## src/rtl/sbc_pkg.sv

```systemverilog
package sbc_pkg;
  // What a qualified serial clock edge asks the shifter to do.
  typedef enum logic [1:0] {
    EV_IDLE   = 2'd0,
    EV_SAMPLE = 2'd1,
    EV_DRIVE  = 2'd2
  } shift_ev_e;
endpackage

```

## src/rtl/sbc_sync.sv

```systemverilog
module sbc_sync #(
  parameter int unsigned     W       = 1,
  parameter logic [W-1:0]    RST_VAL = '0
) (
  input  logic         clk,
  input  logic         rst_n,
  input  logic [W-1:0] d,
  output logic [W-1:0] q
);
  logic [W-1:0] stage1_q, stage2_q;

  always_ff @(posedge clk or negedge rst_n) begin
    if (!rst_n) begin
      stage1_q <= RST_VAL;
      stage2_q <= RST_VAL;
    end else begin
      stage1_q <= d;
      stage2_q <= stage1_q;
    end
  end

  assign q = stage2_q;
endmodule

```

## src/rtl/sbc_clkgen.sv

```systemverilog
module sbc_clkgen #(
  parameter int unsigned DATA_W = 8,
  parameter int unsigned RATE_W = 2
) (
  input  logic              clk,
  input  logic              rst_n,
  input  logic              start,
  input  logic [RATE_W-1:0] rate,
  output logic              tick,
  output logic              lead,
  output logic              last,
  output logic              phase
);
  localparam int unsigned DIV_W = (1 << RATE_W) - 1;
  localparam int unsigned EDGES = 2 * DATA_W;
  localparam int unsigned EW    = $clog2(EDGES);

  logic [DIV_W-1:0] div_q, div_d, half_m1;
  logic [EW-1:0]    edge_q, edge_d;
  logic             active_q, active_d, phase_q, phase_d;

  always_comb begin
    half_m1 = DIV_W'((32'd1 << rate) - 32'd1);
    tick    = active_q && (div_q == half_m1);
    lead    = ~edge_q[0];
    last    = tick && (edge_q == EW'(EDGES - 1));
  end

  always_comb begin
    div_d    = div_q;
    edge_d   = edge_q;
    active_d = active_q;
    phase_d  = phase_q;
    if (start) begin
      div_d    = '0;
      edge_d   = '0;
      active_d = 1'b1;
      phase_d  = 1'b0;
    end else if (active_q) begin
      if (tick) begin
        div_d   = '0;
        edge_d  = edge_q + 1'b1;
        phase_d = ~phase_q;
        if (last) active_d = 1'b0;
      end else begin
        div_d = div_q + 1'b1;
      end
    end
  end

  always_ff @(posedge clk or negedge rst_n) begin
    if (!rst_n) begin
      div_q    <= '0;
      edge_q   <= '0;
      active_q <= 1'b0;
      phase_q  <= 1'b0;
    end else begin
      div_q    <= div_d;
      edge_q   <= edge_d;
      active_q <= active_d;
      phase_q  <= phase_d;
    end
  end

  assign phase = phase_q;

  // An even number of toggles must bring the clock back to idle.
  assert_idle_phase_R3: assert property (@(posedge clk) disable iff (!rst_n)
    !active_q |-> !phase_q);
endmodule

```

## src/rtl/sbc_shifter.sv

```systemverilog
module sbc_shifter
  import sbc_pkg::*;
#(
  parameter int unsigned DATA_W = 8,
  localparam int unsigned CW    = $clog2(DATA_W + 1)
) (
  input  logic              clk,
  input  logic              rst_n,
  input  logic              load,
  input  logic [DATA_W-1:0] load_data,
  input  shift_ev_e         ev,
  input  logic              in_bit,
  output logic              out_bit,
  output logic [DATA_W-1:0] rx,
  output logic [CW-1:0]     bit_cnt
);
  logic [DATA_W-1:0] tx_q, tx_d, rx_q, rx_d;
  logic [CW-1:0]     cnt_q, cnt_d;

  always_comb begin
    tx_d  = tx_q;
    rx_d  = rx_q;
    cnt_d = cnt_q;
    if (load) begin
      tx_d  = load_data;
      cnt_d = '0;
    end else begin
      unique case (ev)
        EV_SAMPLE: begin
          rx_d  = {rx_q[DATA_W-2:0], in_bit};
          cnt_d = cnt_q + 1'b1;
        end
        EV_DRIVE: begin
          // The first drive edge of phase 1 presents the MSB already loaded.
          if (cnt_q != '0) tx_d = {tx_q[DATA_W-2:0], 1'b0};
        end
        default: ;
      endcase
    end
  end

  always_ff @(posedge clk or negedge rst_n) begin
    if (!rst_n) begin
      tx_q  <= '0;
      rx_q  <= '0;
      cnt_q <= '0;
    end else begin
      tx_q  <= tx_d;
      rx_q  <= rx_d;
      cnt_q <= cnt_d;
    end
  end

  assign out_bit = tx_q[DATA_W-1];
  assign rx      = rx_q;
  assign bit_cnt = cnt_q;

  assert_bitcnt_bound_R3: assert property (@(posedge clk) disable iff (!rst_n)
    cnt_q <= CW'(DATA_W));
endmodule

```

## src/rtl/spi_byte_ctrl.sv

```systemverilog
module spi_byte_ctrl
  import sbc_pkg::*;
#(
  parameter int unsigned DATA_W = 8,
  parameter int unsigned RATE_W = 2
) (
  input  logic              clk,
  input  logic              rst_n,
  input  logic              cfg_master,
  input  logic              cfg_cpol,
  input  logic              cfg_cpha,
  input  logic [RATE_W-1:0] cfg_rate,
  input  logic              cfg_irq_en,
  input  logic              wr_stb,
  input  logic [DATA_W-1:0] wr_data,
  output logic [DATA_W-1:0] rd_data,
  input  logic              flag_clr,
  output logic              done_flag,
  output logic              irq,
  output logic              sclk_o,
  output logic              mosi_o,
  input  logic              miso_i,
  input  logic              sclk_i,
  input  logic              ss_n_i,
  input  logic              mosi_i,
  output logic              miso_o
);
  localparam int unsigned CW = $clog2(DATA_W + 1);

  // Reset: asserted at once, released through two flops.
  logic [1:0] rst_sr_q;
  logic       rst_int_n;
  always_ff @(posedge clk or negedge rst_n) begin
    if (!rst_n) rst_sr_q <= 2'b00;
    else        rst_sr_q <= {rst_sr_q[0], 1'b1};
  end
  assign rst_int_n = rst_sr_q[1];

  // Slave-side inputs enter the system domain.
  logic sclk_s, ss_s, mosi_s, sclk_p_q, ss_p_q;
  sbc_sync #(.W(3), .RST_VAL(3'b010)) i_sync (
    .clk(clk), .rst_n(rst_int_n),
    .d({mosi_i, ss_n_i, sclk_i}), .q({mosi_s, ss_s, sclk_s})
  );

  logic busy_q, busy_d, complete_q, complete_d, flag_q, flag_d;
  logic [DATA_W-1:0] dreg_q, dreg_d;
  logic start, m_tick, m_lead, m_last, m_phase;
  logic s_edge, s_lead, ss_rise, ev_valid, ev_lead, in_bit, out_bit;
  logic [DATA_W-1:0] rx;
  logic [CW-1:0] bit_cnt;
  shift_ev_e ev;

  assign start = wr_stb && !busy_q;

  sbc_clkgen #(.DATA_W(DATA_W), .RATE_W(RATE_W)) i_clkgen (
    .clk(clk), .rst_n(rst_int_n), .start(start && cfg_master), .rate(cfg_rate),
    .tick(m_tick), .lead(m_lead), .last(m_last), .phase(m_phase)
  );

  always_comb begin
    s_edge   = (sclk_s != sclk_p_q) && !ss_s && busy_q && !cfg_master;
    s_lead   = (sclk_s != cfg_cpol);
    ss_rise  = ss_s && !ss_p_q;
    ev_valid = cfg_master ? m_tick : s_edge;
    ev_lead  = cfg_master ? m_lead : s_lead;
    if (!ev_valid)                ev = EV_IDLE;
    else if (ev_lead ^ cfg_cpha)  ev = EV_SAMPLE;
    else                          ev = EV_DRIVE;
    in_bit = cfg_master ? miso_i : mosi_s;
  end

  sbc_shifter #(.DATA_W(DATA_W)) i_shifter (
    .clk(clk), .rst_n(rst_int_n), .load(start), .load_data(wr_data),
    .ev(ev), .in_bit(in_bit), .out_bit(out_bit), .rx(rx), .bit_cnt(bit_cnt)
  );

  always_comb begin
    if (cfg_master)    complete_d = m_last;
    else if (cfg_cpha) complete_d = (ev == EV_SAMPLE) && (bit_cnt == CW'(DATA_W - 1));
    else               complete_d = ss_rise && (bit_cnt == CW'(DATA_W));
    complete_d = complete_d && busy_q && !complete_q;

    busy_d = busy_q;
    if (complete_q) busy_d = 1'b0;
    else if (start) busy_d = 1'b1;

    flag_d = flag_q;
    if (complete_q)    flag_d = 1'b1;
    else if (flag_clr) flag_d = 1'b0;

    dreg_d = complete_q ? rx : dreg_q;
  end

  always_ff @(posedge clk or negedge rst_int_n) begin
    if (!rst_int_n) begin
      busy_q     <= 1'b0;
      complete_q <= 1'b0;
      flag_q     <= 1'b0;
      dreg_q     <= '0;
      sclk_p_q   <= 1'b0;
      ss_p_q     <= 1'b1;
    end else begin
      busy_q     <= busy_d;
      complete_q <= complete_d;
      flag_q     <= flag_d;
      dreg_q     <= dreg_d;
      sclk_p_q   <= sclk_s;
      ss_p_q     <= ss_s;
    end
  end

  assign rd_data   = dreg_q;
  assign done_flag = flag_q;
  assign irq       = flag_q && cfg_irq_en;
  assign sclk_o    = cfg_cpol ^ m_phase;
  assign mosi_o    = cfg_master && out_bit;
  assign miso_o    = !cfg_master && out_bit;

  assert_flag_sticky_R9: assert property (@(posedge clk) disable iff (!rst_int_n)
    (flag_q && !flag_clr) |=> flag_q);

  assert_rd_hold_R2: assert property (@(posedge clk) disable iff (!rst_int_n)
    (busy_q && !complete_q) |=> $stable(rd_data));

  assert_slave_full_byte_R8: assert property (@(posedge clk) disable iff (!rst_int_n)
    (complete_q && !cfg_master) |-> (bit_cnt == CW'(DATA_W)));

  assert_write_ignored_R11: assert property (@(posedge clk) disable iff (!rst_int_n)
    (busy_q && wr_stb && !complete_q) |=> busy_q);

  assert_master_idle_level_R3: assert property (@(posedge clk) disable iff (!rst_int_n)
    (cfg_master && !busy_q) |-> (sclk_o == cfg_cpol));
endmodule

```

## config.mk

```make
export PLATFORM = sky130hd
export DESIGN_NAME = spi_byte_ctrl
export DESIGN_NICKNAME = d
export VERILOG_FILES = /design/src/rtl/sbc_pkg.sv /design/src/rtl/sbc_sync.sv /design/src/rtl/sbc_clkgen.sv /design/src/rtl/sbc_shifter.sv /design/src/rtl/spi_byte_ctrl.sv
export SDC_FILE = /design/constraint.sdc
export NUM_CORES = 1
export LEC_CHECK = 0
export CORE_ASPECT_RATIO = 2
export CORE_MARGIN = 2
export CORE_UTILIZATION = 35
export CTS_BUF_LIST = sky130_fd_sc_hd__clkbuf_2 sky130_fd_sc_hd__clkbuf_4 sky130_fd_sc_hd__clkbuf_8
export CTS_CLUSTER_SIZE = 12
export DETAILED_ROUTE_END_ITERATION = 8
export SLEW_MARGIN = 20
export SYNTH_ARGS = -nofsm -noshare
export SYNTH_HDL_FRONTEND = slang
export SYNTH_SLANG_ARGS = --single-unit
```

## constraint.sdc

```tcl
create_clock -name clk -period 1.5 [get_ports clk]
set_input_delay 0.3 -clock clk [delete_from_list [all_inputs] [get_ports clk]]
set_output_delay 0.3 -clock clk [all_outputs]
set_load 0.02 [all_outputs]
```

==> flow_summary_export.csv, run 1 <==
group,metric,value,unit
status,status,"finished, violations left",
status,violations,"setup timing",
cells_and_area,final_common_cell,"dfrtp_1",
floorplanning,die_x,61.1,µm
cells_and_area,fin_nets,299,
synth,syn_nets,221,
sta,timing_hold_violations_final,0,
power,p_per_area,1450,mW/mm²
place,hpwl,3630,µm
clock_network,cts_buffers,5,
worst_setup_path,path_cells,"and3_1 > and4_4 > o32ai_4 > nand2b_4 > mux2_4",
place,placed_cell_area,0.00306,mm²
place,portBuffers,34,
place,placed_cells,351,
floorplanning,io_pins,35,
floorplanning,start_util,36.2,%
synth,synth_cells,195,
clock_network,cts-htree-levels,2,
synth,ys_ff_latch,50,
worst_setup_path,rrSetupSlack,-0.37,ns
place,place_worst_setup_slack,-0.742,ns
sta,fin_crit_sh,124,%
global_routing,grt_pass1_vias,1799,
synth,synth_warnings,0,
power,cellLeakagePower,0.00154,µW
sta,whs,0.131,ns
clock_network,cts_num_sinks,50,
worst_setup_path,slowest_stage,"dfrtp_1",
worst_setup_path,crit_start,"i_clkgen.div_q[0]",
synth,avgSynthCellArea,11.7,µm²
global_routing,grt_max_degree,22,
clock_network,clk_pin_slew,0.10,ns
worst_setup_path,regToRegEndpoint,"i_shifter.rx[5]",
sta,skew,0.00699,ns
detailed_routing,drc_errors,0,
synth,synth_flop_cell,"dfrtp_1",
cells_and_area,antenna_cells,0,
place,gp_congestion,0.831,
worst_setup_path,worstSetupPathType,"flop to flop",
detailed_routing,drt-total-wl,5050,µm
detailed_routing,ant_nets,0,
synth,ys_seq_area_share,55.0,%
sta,maxSlewViolCount,0,
global_routing,grt_usage,15.7,%
worst_setup_path,crit_path_start_kind,"flop",
clock_network,cts_tree,"done",
hold_path,min_path_type,"primary input to async pin",
worst_setup_path,r2r-start,"i_clkgen.div_q[0]",
sta,fmax,0.536,GHz
detailed_routing,wl_per_cell,14.0,µm
cells_and_area,layout_common_cells,"dfrtp_1, buf_4, nor2_1",
detailed_routing,drt-initial-drc-count,59,
worst_setup_path,reg2reg_depth,5,
synth,synthArstFlopShare,100,%
floorplanning,die-area,0.00723,mm²
sta,min_period,1.87,ns
cells_and_area,fin_util,53.1,%
synth,synth_edf_count,0,
global_routing,antenna_found_initial,0,
worst_setup_path,required,1.71,ns
power,ir_worst_vdd,0.806,mV
global_routing,grt.overflow.total,0,
cells_and_area,final_cells,360,
sta,setup_ws,-0.365,ns
global_routing,grt_pass1_wl,8580,µm
clock_network,clockRootBuffer,"clkbuf_8",
sta,rsz0062_at_grt,"true",
floorplanning,die_height,118,µm
detailed_routing,drt-pass1-iter-count,4,
sta,finalSetupViolCount,29,
worst_setup_path,arrival,2.07,ns
cells_and_area,fill_cells,571,
detailed_routing,via_per_inst,4.77,
detailed_routing,dr_total_vias,1716,
worst_setup_path,cpPeakStageDelay,0.47,ns
clock_network,cts_hold_buf,0,
clock_network,clk_latency,0.31,ns
cells_and_area,synthToLayoutAreaGrowth,46.6,%
cells_and_area,design_area,0.00335,mm²
worst_setup_path,critPathCaptureType,"flop",
floorplanning,core-area,0.00631,mm²
clock_network,ctsLongestPathBuffers,2,
synth,yosysUniqueCellTypes,45,
floorplanning,rows,41,
worst_setup_path,crit_fanout,8,
job,cap_violations,0,
synth,syn-cell-area,0.00228,mm²
cells_and_area,drive_gt1_share,38.7,%
[critical path: cells and delay by family, from the launching register on]
family | cells | cell delay (ns)
simple gates | 3 | 0.65
flops | 1 | 0.47
compound gates | 1 | 0.33
mux | 1 | 0.31
[area by class of cell]
| class | count | area (µm²) | share of cell area, % |
|---|---|---|---|
| Sequential cell | 50 | 1260 | 37.6 |
| Multi-Input combinational cell | 131 | 1180 | 35.4 |
| Timing Repair Buffer | 77 | 669 | 20.0 |
| Tap cell | 86 | 108 | 3.21 |
| Clock buffer | 6 | 82.6 | 2.47 |
| Inverter | 8 | 30.0 | 0.897 |
| Clock inverter | 2 | 16.3 | 0.486 |
[metrics by stage]
stage               power, µW  setup TNS, ns
global placement         3770         -20.14
floorplan                3050          -4.46
detailed placement       3810         -20.63
finish                   4850          -7.71
global route             5180         -10.25
CTS                      4750          -7.31
[how the worst max path moves through the flow]
stage	slack (ns)	end	cells past startpoint
2_1_floorplan	-0.36	i_shifter.rx[0]	6
3_3_place_gp	-0.74	i_shifter.bit_cnt[3]	8
3_5_place_dp	-0.74	i_shifter.bit_cnt[3]	8
4_1_cts	-0.36	i_shifter.tx_q[4]	6
5_1_grt	-0.43	i_shifter.bit_cnt[3]	6
6_report	-0.37	i_shifter.rx[5]	5
[registers in the layout, summed over array words and instances (netlist names)]
register           cells
i_clkgen.active_q      1
busy_q                 1
ss_p_q                 1
i_sync.stage1_q        3
complete_q             1
i_sync.q               3
i_clkgen.div_q         3
i_clkgen.phase         1
done_flag              1
i_shifter.bit_cnt      4
i_shifter.tx_q         8
rst_sr_q               2
sclk_p_q               1
i_clkgen.edge_q        4
rd_data                8
i_shifter.rx           8
[synth_stat cells (3+ instances only)]
library cell / instances / area, µm²
a21oi_1: 11 / 55.1
dfrtp_1: 47 / 1180
mux2_4: 8 / 120
nor2_1: 20 / 75.1
dfstp_2: 3 / 78.8
ha_1: 4 / 50.1
mux2_2: 9 / 101
nor2b_1: 3 / 18.8
nand2b_1: 3 / 18.8
o21ai_0: 13 / 65.1
nand2_1: 8 / 30.0
nand3_1: 3 / 15.0
mux2i_1: 3 / 30.0
a31oi_1: 7 / 43.8
inv_1: 8 / 30.0
xor2_1: 7 / 61.3
clkbuf_1: 5 / 18.8
[metal layers]
layer	routed length, µm	part of all wire [%]	up-vias	GRT usage [%]
met1	1980	39	846	18.5
met3	123	2.4	8	2.63
li1	-	-	838	-
met2	2820	56	24	26.9
met5	0	0	-	0
met4	126	2.5	0	6.11
[power by group]
group | switching [µW] | internal [µW]
Sequential | 319 | 1750
Combinational | 897 | 1030
Clock | 478 | 380
Total | 1690 | 3160
[cell families after synthesis]
family          count (synthesis)  share of synthesized area, %
simple gates                   53                          12.9
flops                          50                          55.0
compound gates                 44                          12.7
mux                            20                          11.0
buf+inv                        14                          2.63
xor+xnor                        9                          3.45
fa+ha+maj                       4                          2.19
other cells                     1                         0.164
[timing repair]
action                                  CTS  global route
pin swaps                                18            21
resized for setup                        42            29
endpoints found under the setup margin   41            32
setup buffers                             4             2
(Power assumes the default switching activity.)
==> run 2: changes to the inputs <==
clock period = 2.4 ns   (was 1.5 ns; I/O delays follow)
==> flow_summary_export.csv, run 2 (same netlist as run 1, synthesis figures left out) <==
group,metric,value,unit
cells_and_area,fin_nets,275,
worst_setup_path,reg2reg_depth,6,
clock_network,cts_buffers,5,
sta,fmax,0.429,GHz
clock_network,cts-htree-levels,2,
power,p_per_area,931,mW/mm²
detailed_routing,dr_total_vias,1602,
global_routing,grt_pass1_wl,7460,µm
detailed_routing,drt-initial-drc-count,85,
worst_setup_path,worstSetupPathType,"primary input to output pin",
global_routing,grt_max_degree,38,
floorplanning,start_util,36.2,%
power,finalPower,2760,µW
worst_setup_path,rrSetupSlack,0.43,ns
global_routing,grt.overflow.total,0,
cells_and_area,antenna_cells,0,
clock_network,cts_hold_buf,0,
power,ir_worst_vdd,0.376,mV
detailed_routing,drt-total-wl,4520,µm
cells_and_area,layout_common_cells,"dfrtp_1, clkdlybuf4s50_1, nor2_1",
sta,worst_slew_pin_slew,0.836,ns
clock_network,clockRootBuffer,"clkbuf_8",
power,cellLeakagePower,0.00134,µW
detailed_routing,ant_nets,0,
cells_and_area,fin_util,47.0,%
cells_and_area,synthToLayoutAreaGrowth,29.8,%
sta,rsz0062_at_grt,"false",
job,cap_violations,0,
cells_and_area,drive_gt1_share,22.4,%
clock_network,ctsLongestPathBuffers,2,
global_routing,antenna_found_initial,0,
detailed_routing,drc_errors,0,
sta,finalSetupViolCount,0,
hold_path,min_path_type,"primary input to async pin",
cells_and_area,fill_cells,614,
cells_and_area,final_common_cell,"dfrtp_1",
floorplanning,die_height,118,µm
worst_setup_path,crit_fanout,2,
clock_network,cts_tree,"done",
worst_setup_path,critPathCaptureType,"output pin",
place,gp_congestion,0.786,
clock_network,clk_pin_slew,0.09,ns
sta,fin_crit_sh,97.1,%
floorplanning,io_pins,35,
sta,skew,0.00671,ns
place,placed_cells,328,
worst_setup_path,arrival,1.85,ns
global_routing,grt_pass1_vias,1611,
global_routing,grt_usage,13.6,%
floorplanning,rows,41,
detailed_routing,via_per_inst,4.77,
sta,maxSlewViolCount,0,
place,portBuffers,34,
clock_network,clk_latency,0.31,ns
floorplanning,die-area,0.00723,mm²
worst_setup_path,crit_path_start_kind,"primary input",
detailed_routing,drt-pass1-iter-count,4,
worst_setup_path,required,1.92,ns
cells_and_area,final_cells,336,
floorplanning,die_x,61.1,µm
sta,min_period,2.33,ns
worst_setup_path,r2r-start,"i_clkgen.div_q[1]",
sta,slew-limit-headroom,44.3,%
floorplanning,core-area,0.00631,mm²
place,hpwl,3310,µm
worst_setup_path,regToRegEndpoint,"i_shifter.rx[1]",
detailed_routing,wl_per_cell,13.4,µm
clock_network,cts_num_sinks,50,
status,status,"completed",
sta,timing_hold_violations_final,0,
-- run 2: changes by cell type in the layout (fill, tap and decap cells not counted), sizes merged --
| cell | delta |
|---|---|
| clkdlybuf4s15 | -1 |
| buf | -26 |
| clkdlybuf4s50 | +15 |
| clkbuf | -1 |
| inv | -1 |
| dlygate4sd2 | -11 |
| clkinv | +2 |
| clkinvlp | -1 |
-- run 2: worst max path at each step --
| stage | slack, ns | end | start |
|---|---|---|---|
| floorplan | 0.33 | i_shifter.rx[0] | cfg_master |
| global placement | -0.16 | i_shifter.tx_q[1] | cfg_rate[0] |
| detailed placement | -0.22 | i_shifter.tx_q[0] | cfg_rate[0] |
| CTS | 0.05 | sclk_o | cfg_cpol |
| global route | 0.04 | i_shifter.bit_cnt[3] | cfg_master |
| finish | 0.07 | sclk_o | cfg_cpol |
-- run 2: through the flow --
step	hold WS [ns]	TNS, ns	setup slack (ns)	instance area, µm²
2_1_floorplan	0.184	0	0.333	2280
3_3_place_gp	0.334	-2.00	-0.164	2860
3_5_place_dp	0.335	-2.66	-0.216	2860
4_1_cts	0.306	0	0.0533	2960
5_1_grt	0.314	0	0.0389	2960
6_report	0.311	0	0.0707	2960
-- run 2: worst max-delay path, cell delays in order --
cell and delay [ns]:
clkdlybuf4s50_1 0.51, buf_4 0.12, xor2_1 0.12, clkdlybuf4s50_1 0.62
-- run 2: layout make-up --
type | count | area [µm²] | share of cell area [%]
Sequential cell | 50 | 1260 | 42.4
Clock buffer | 6 | 82.6 | 2.79
Multi-Input combinational cell | 131 | 976 | 32.9
Inverter | 8 | 30.0 | 1.01
Timing Repair Buffer | 53 | 493 | 16.6
Tap cell | 86 | 108 | 3.63
Clock inverter | 2 | 17.5 | 0.591
-- run 2: power by group --
group          leakage (µW)  internal, µW  switching [µW]  total [µW]
clock             0.0000514           238             292         530
sequential         0.000616          1090             202        1300
combinational      0.000672           511             423         933
total               0.00134          1840             917        2760
-- run 2: repair_timing --
item                       CTS  global route
setup endpoints to repair    2             8
pin swaps                    0             0
gates resized for setup      2             1
buffers inserted             0             0
-- run 2: metal layers --
| layer | vias to the layer above | GRT usage, % | wire length [µm] |
|---|---|---|---|
| met4 | 0 | 5.71 | 93 |
| met1 | 789 | 15.8 | 1840 |
| met3 | 5 | 2.63 | 103 |
| met2 | 18 | 23.2 | 2480 |
| met5 | - | 0 | 0 |
| li1 | 790 | - | - |
==> run 3: changes to the inputs <==
CORE_ASPECT_RATIO = 1.5   (was 2)
CTS_CLUSTER_SIZE = 8   (was 12)
==> flow_summary_export.csv, run 3 (same netlist as run 1, synthesis figures left out) <==
group,metric,value,unit
sta,slew-limit-headroom,59.2,%
worst_setup_path,critPathCaptureType,"output pin",
global_routing,grt_pass1_vias,1617,
detailed_routing,drt-initial-drc-count,70,
power,power.switching,903,µW
clock_network,ctsLongestPathBuffers,2,
sta,maxSlewViolCount,0,
detailed_routing,drc_errors,0,
cells_and_area,final_common_cell,"dfrtp_1",
sta,timing_hold_violations_final,0,
floorplanning,die_height,103,µm
power,comb_power_share,34.2,%
sta,skew,0.00123,ns
sta,setup_ws,0.0661,ns
detailed_routing,via_per_inst,4.94,
floorplanning,start_util,35.7,%
power,ir_worst_vdd,0.535,mV
power,swShare,32.9,%
cells_and_area,antenna_cells,0,
global_routing,grt.overflow.total,0,
worst_setup_path,arrival,1.85,ns
floorplanning,rows,36,
status,status,"completed",
clock_network,cts-htree-levels,2,
global_routing,grt_max_degree,49,
floorplanning,die_x,70.0,µm
place,place_worst_setup_slack,-0.223,ns
place,placed_cell_area,0.00284,mm²
power,pwr-share-seq,46.7,%
sta,rsz0062_at_grt,"false",
cells_and_area,design_area,0.00294,mm²
clock_network,cts_num_sinks,50,
clock_network,clk_pin_slew,0.09,ns
detailed_routing,ant_nets,0,
clock_network,clk_latency,0.30,ns
global_routing,antenna_found_initial,0,
power,p_clk_share,19.1,%
detailed_routing,drt-total-wl,4350,µm
worst_setup_path,crit_path_start_kind,"primary input",
cells_and_area,layout_common_cells,"dfrtp_1, clkdlybuf4s50_1, nor2_1",
sta,fin_crit_sh,97.2,%
global_routing,grt_usage,13.2,%
clock_network,clockRootBuffer,"clkbuf_8",
cells_and_area,drive_gt1_share,22.1,%
place,portBuffers,34,
sta,min_period,2.33,ns
floorplanning,core-area,0.00640,mm²
power,p_per_area,934,mW/mm²
worst_setup_path,worstSetupPathType,"primary input to output pin",
detailed_routing,dr_total_vias,1604,
detailed_routing,wl_per_cell,13.4,µm
job,cap_violations,0,
cells_and_area,synthToLayoutAreaGrowth,28.8,%
clock_network,cts_buffers,5,
place,gp_congestion,0.768,
place,hpwl,3110,µm
sta,fmax,0.428,GHz
hold_path,min_path_type,"primary input to async pin",
floorplanning,die-area,0.00720,mm²
cells_and_area,fin_nets,274,
power,finalPower,2750,µW
power,cellLeakagePower,0.00135,µW
clock_network,cts_tree,"done",
worst_setup_path,crit_fanout,2,
floorplanning,io_pins,35,
sta,finalSetupViolCount,0,
power,p_int,1840,µW
sta,worst_slew_pin_slew,0.612,ns
worst_setup_path,required,1.92,ns
detailed_routing,drt-pass1-iter-count,4,
global_routing,grt_pass1_wl,7490,µm
==> run 3: cell count changes in the layout (fill, tap and decap cells not counted) <==
cell / delta
dlymetal6s2s_1: +1
buf_4: -1
clkinv_2: +1
clkinv_4: -2
clkbuf_4: +1
dlygate4sd2_1: -1
==> run 3: critical path, stage by stage <==
cell             delay [ns]
clkdlybuf4s50_1        0.50
buf_4                  0.12
xor2_1                 0.14
clkdlybuf4s50_1        0.62
==> run 3: per-layer routing <==
layer	vias up	share of wire [%]	wire length (µm)	GRT usage, %
met1	788	44	1910	15.5
met3	7	2.1	93	2.64
li1	790	-	-	-
met2	19	52	2250	23.2
met4	0	2.3	99	6.21
met5	-	0	0	0
==> run 3: timing repair <==
item                       CTS  global route
setup endpoints to repair    1             9
hold buffers                 0             0
hold endpoints to repair     0             0
setup buffers                0             0
gates resized for setup      1             2
==> run 3: cell type report <==
type                    count  area, µm²
fillers                   622       3450
flip-flops and latches     50       1260
multi-input cells         131        976
repair buffers             52        489
well taps                  76       95.1
clock buffers               7       90.1
inverters                   8       30.0
clock inverters             1       5.00
==> run 3: worst paths after layout <==
path / from / slack (ns) / cells past startpoint / end
worst max-delay path: cfg_cpol / 0.07 / 4 / sclk_o
worst min-delay path: rst_n / 0.32 / 1 / rst_sr_q[0]
worst max register to register: i_clkgen.div_q[1] / 0.42 / 6 / i_shifter.rx[0]
worst min register to register: rst_sr_q[1] / 0.35 / 1 / rd_data[5]
max in group asynchronous: rst_sr_q[1] / 1.63 / 1 / i_clkgen.edge_q[1]
min in group clk: i_sync.stage1_q[2] / 0.36 / 0 / i_sync.q[2]
==> run 3: power groups by stage <==
stage	clock network, µW	registers, µW	logic, µW
2_1_floorplan	0	1320	568
3_3_place_gp	0	1300	929
5_1_grt	575	1320	1050
4_1_cts	546	1290	945
3_5_place_dp	0	1310	945
6_report	524	1280	940
==> run 3: through the flow <==
step                TNS, ns  utilization [%]  hold slack [ns]  cells
detailed placement    -2.53             44.4            0.339    317
global route              0             46.0            0.311    325
CTS                       0             45.8            0.307    325
finish                    0             46.0            0.320    325
floorplan                 0                -            0.184    195
global placement      -2.28             44.4            0.334    317
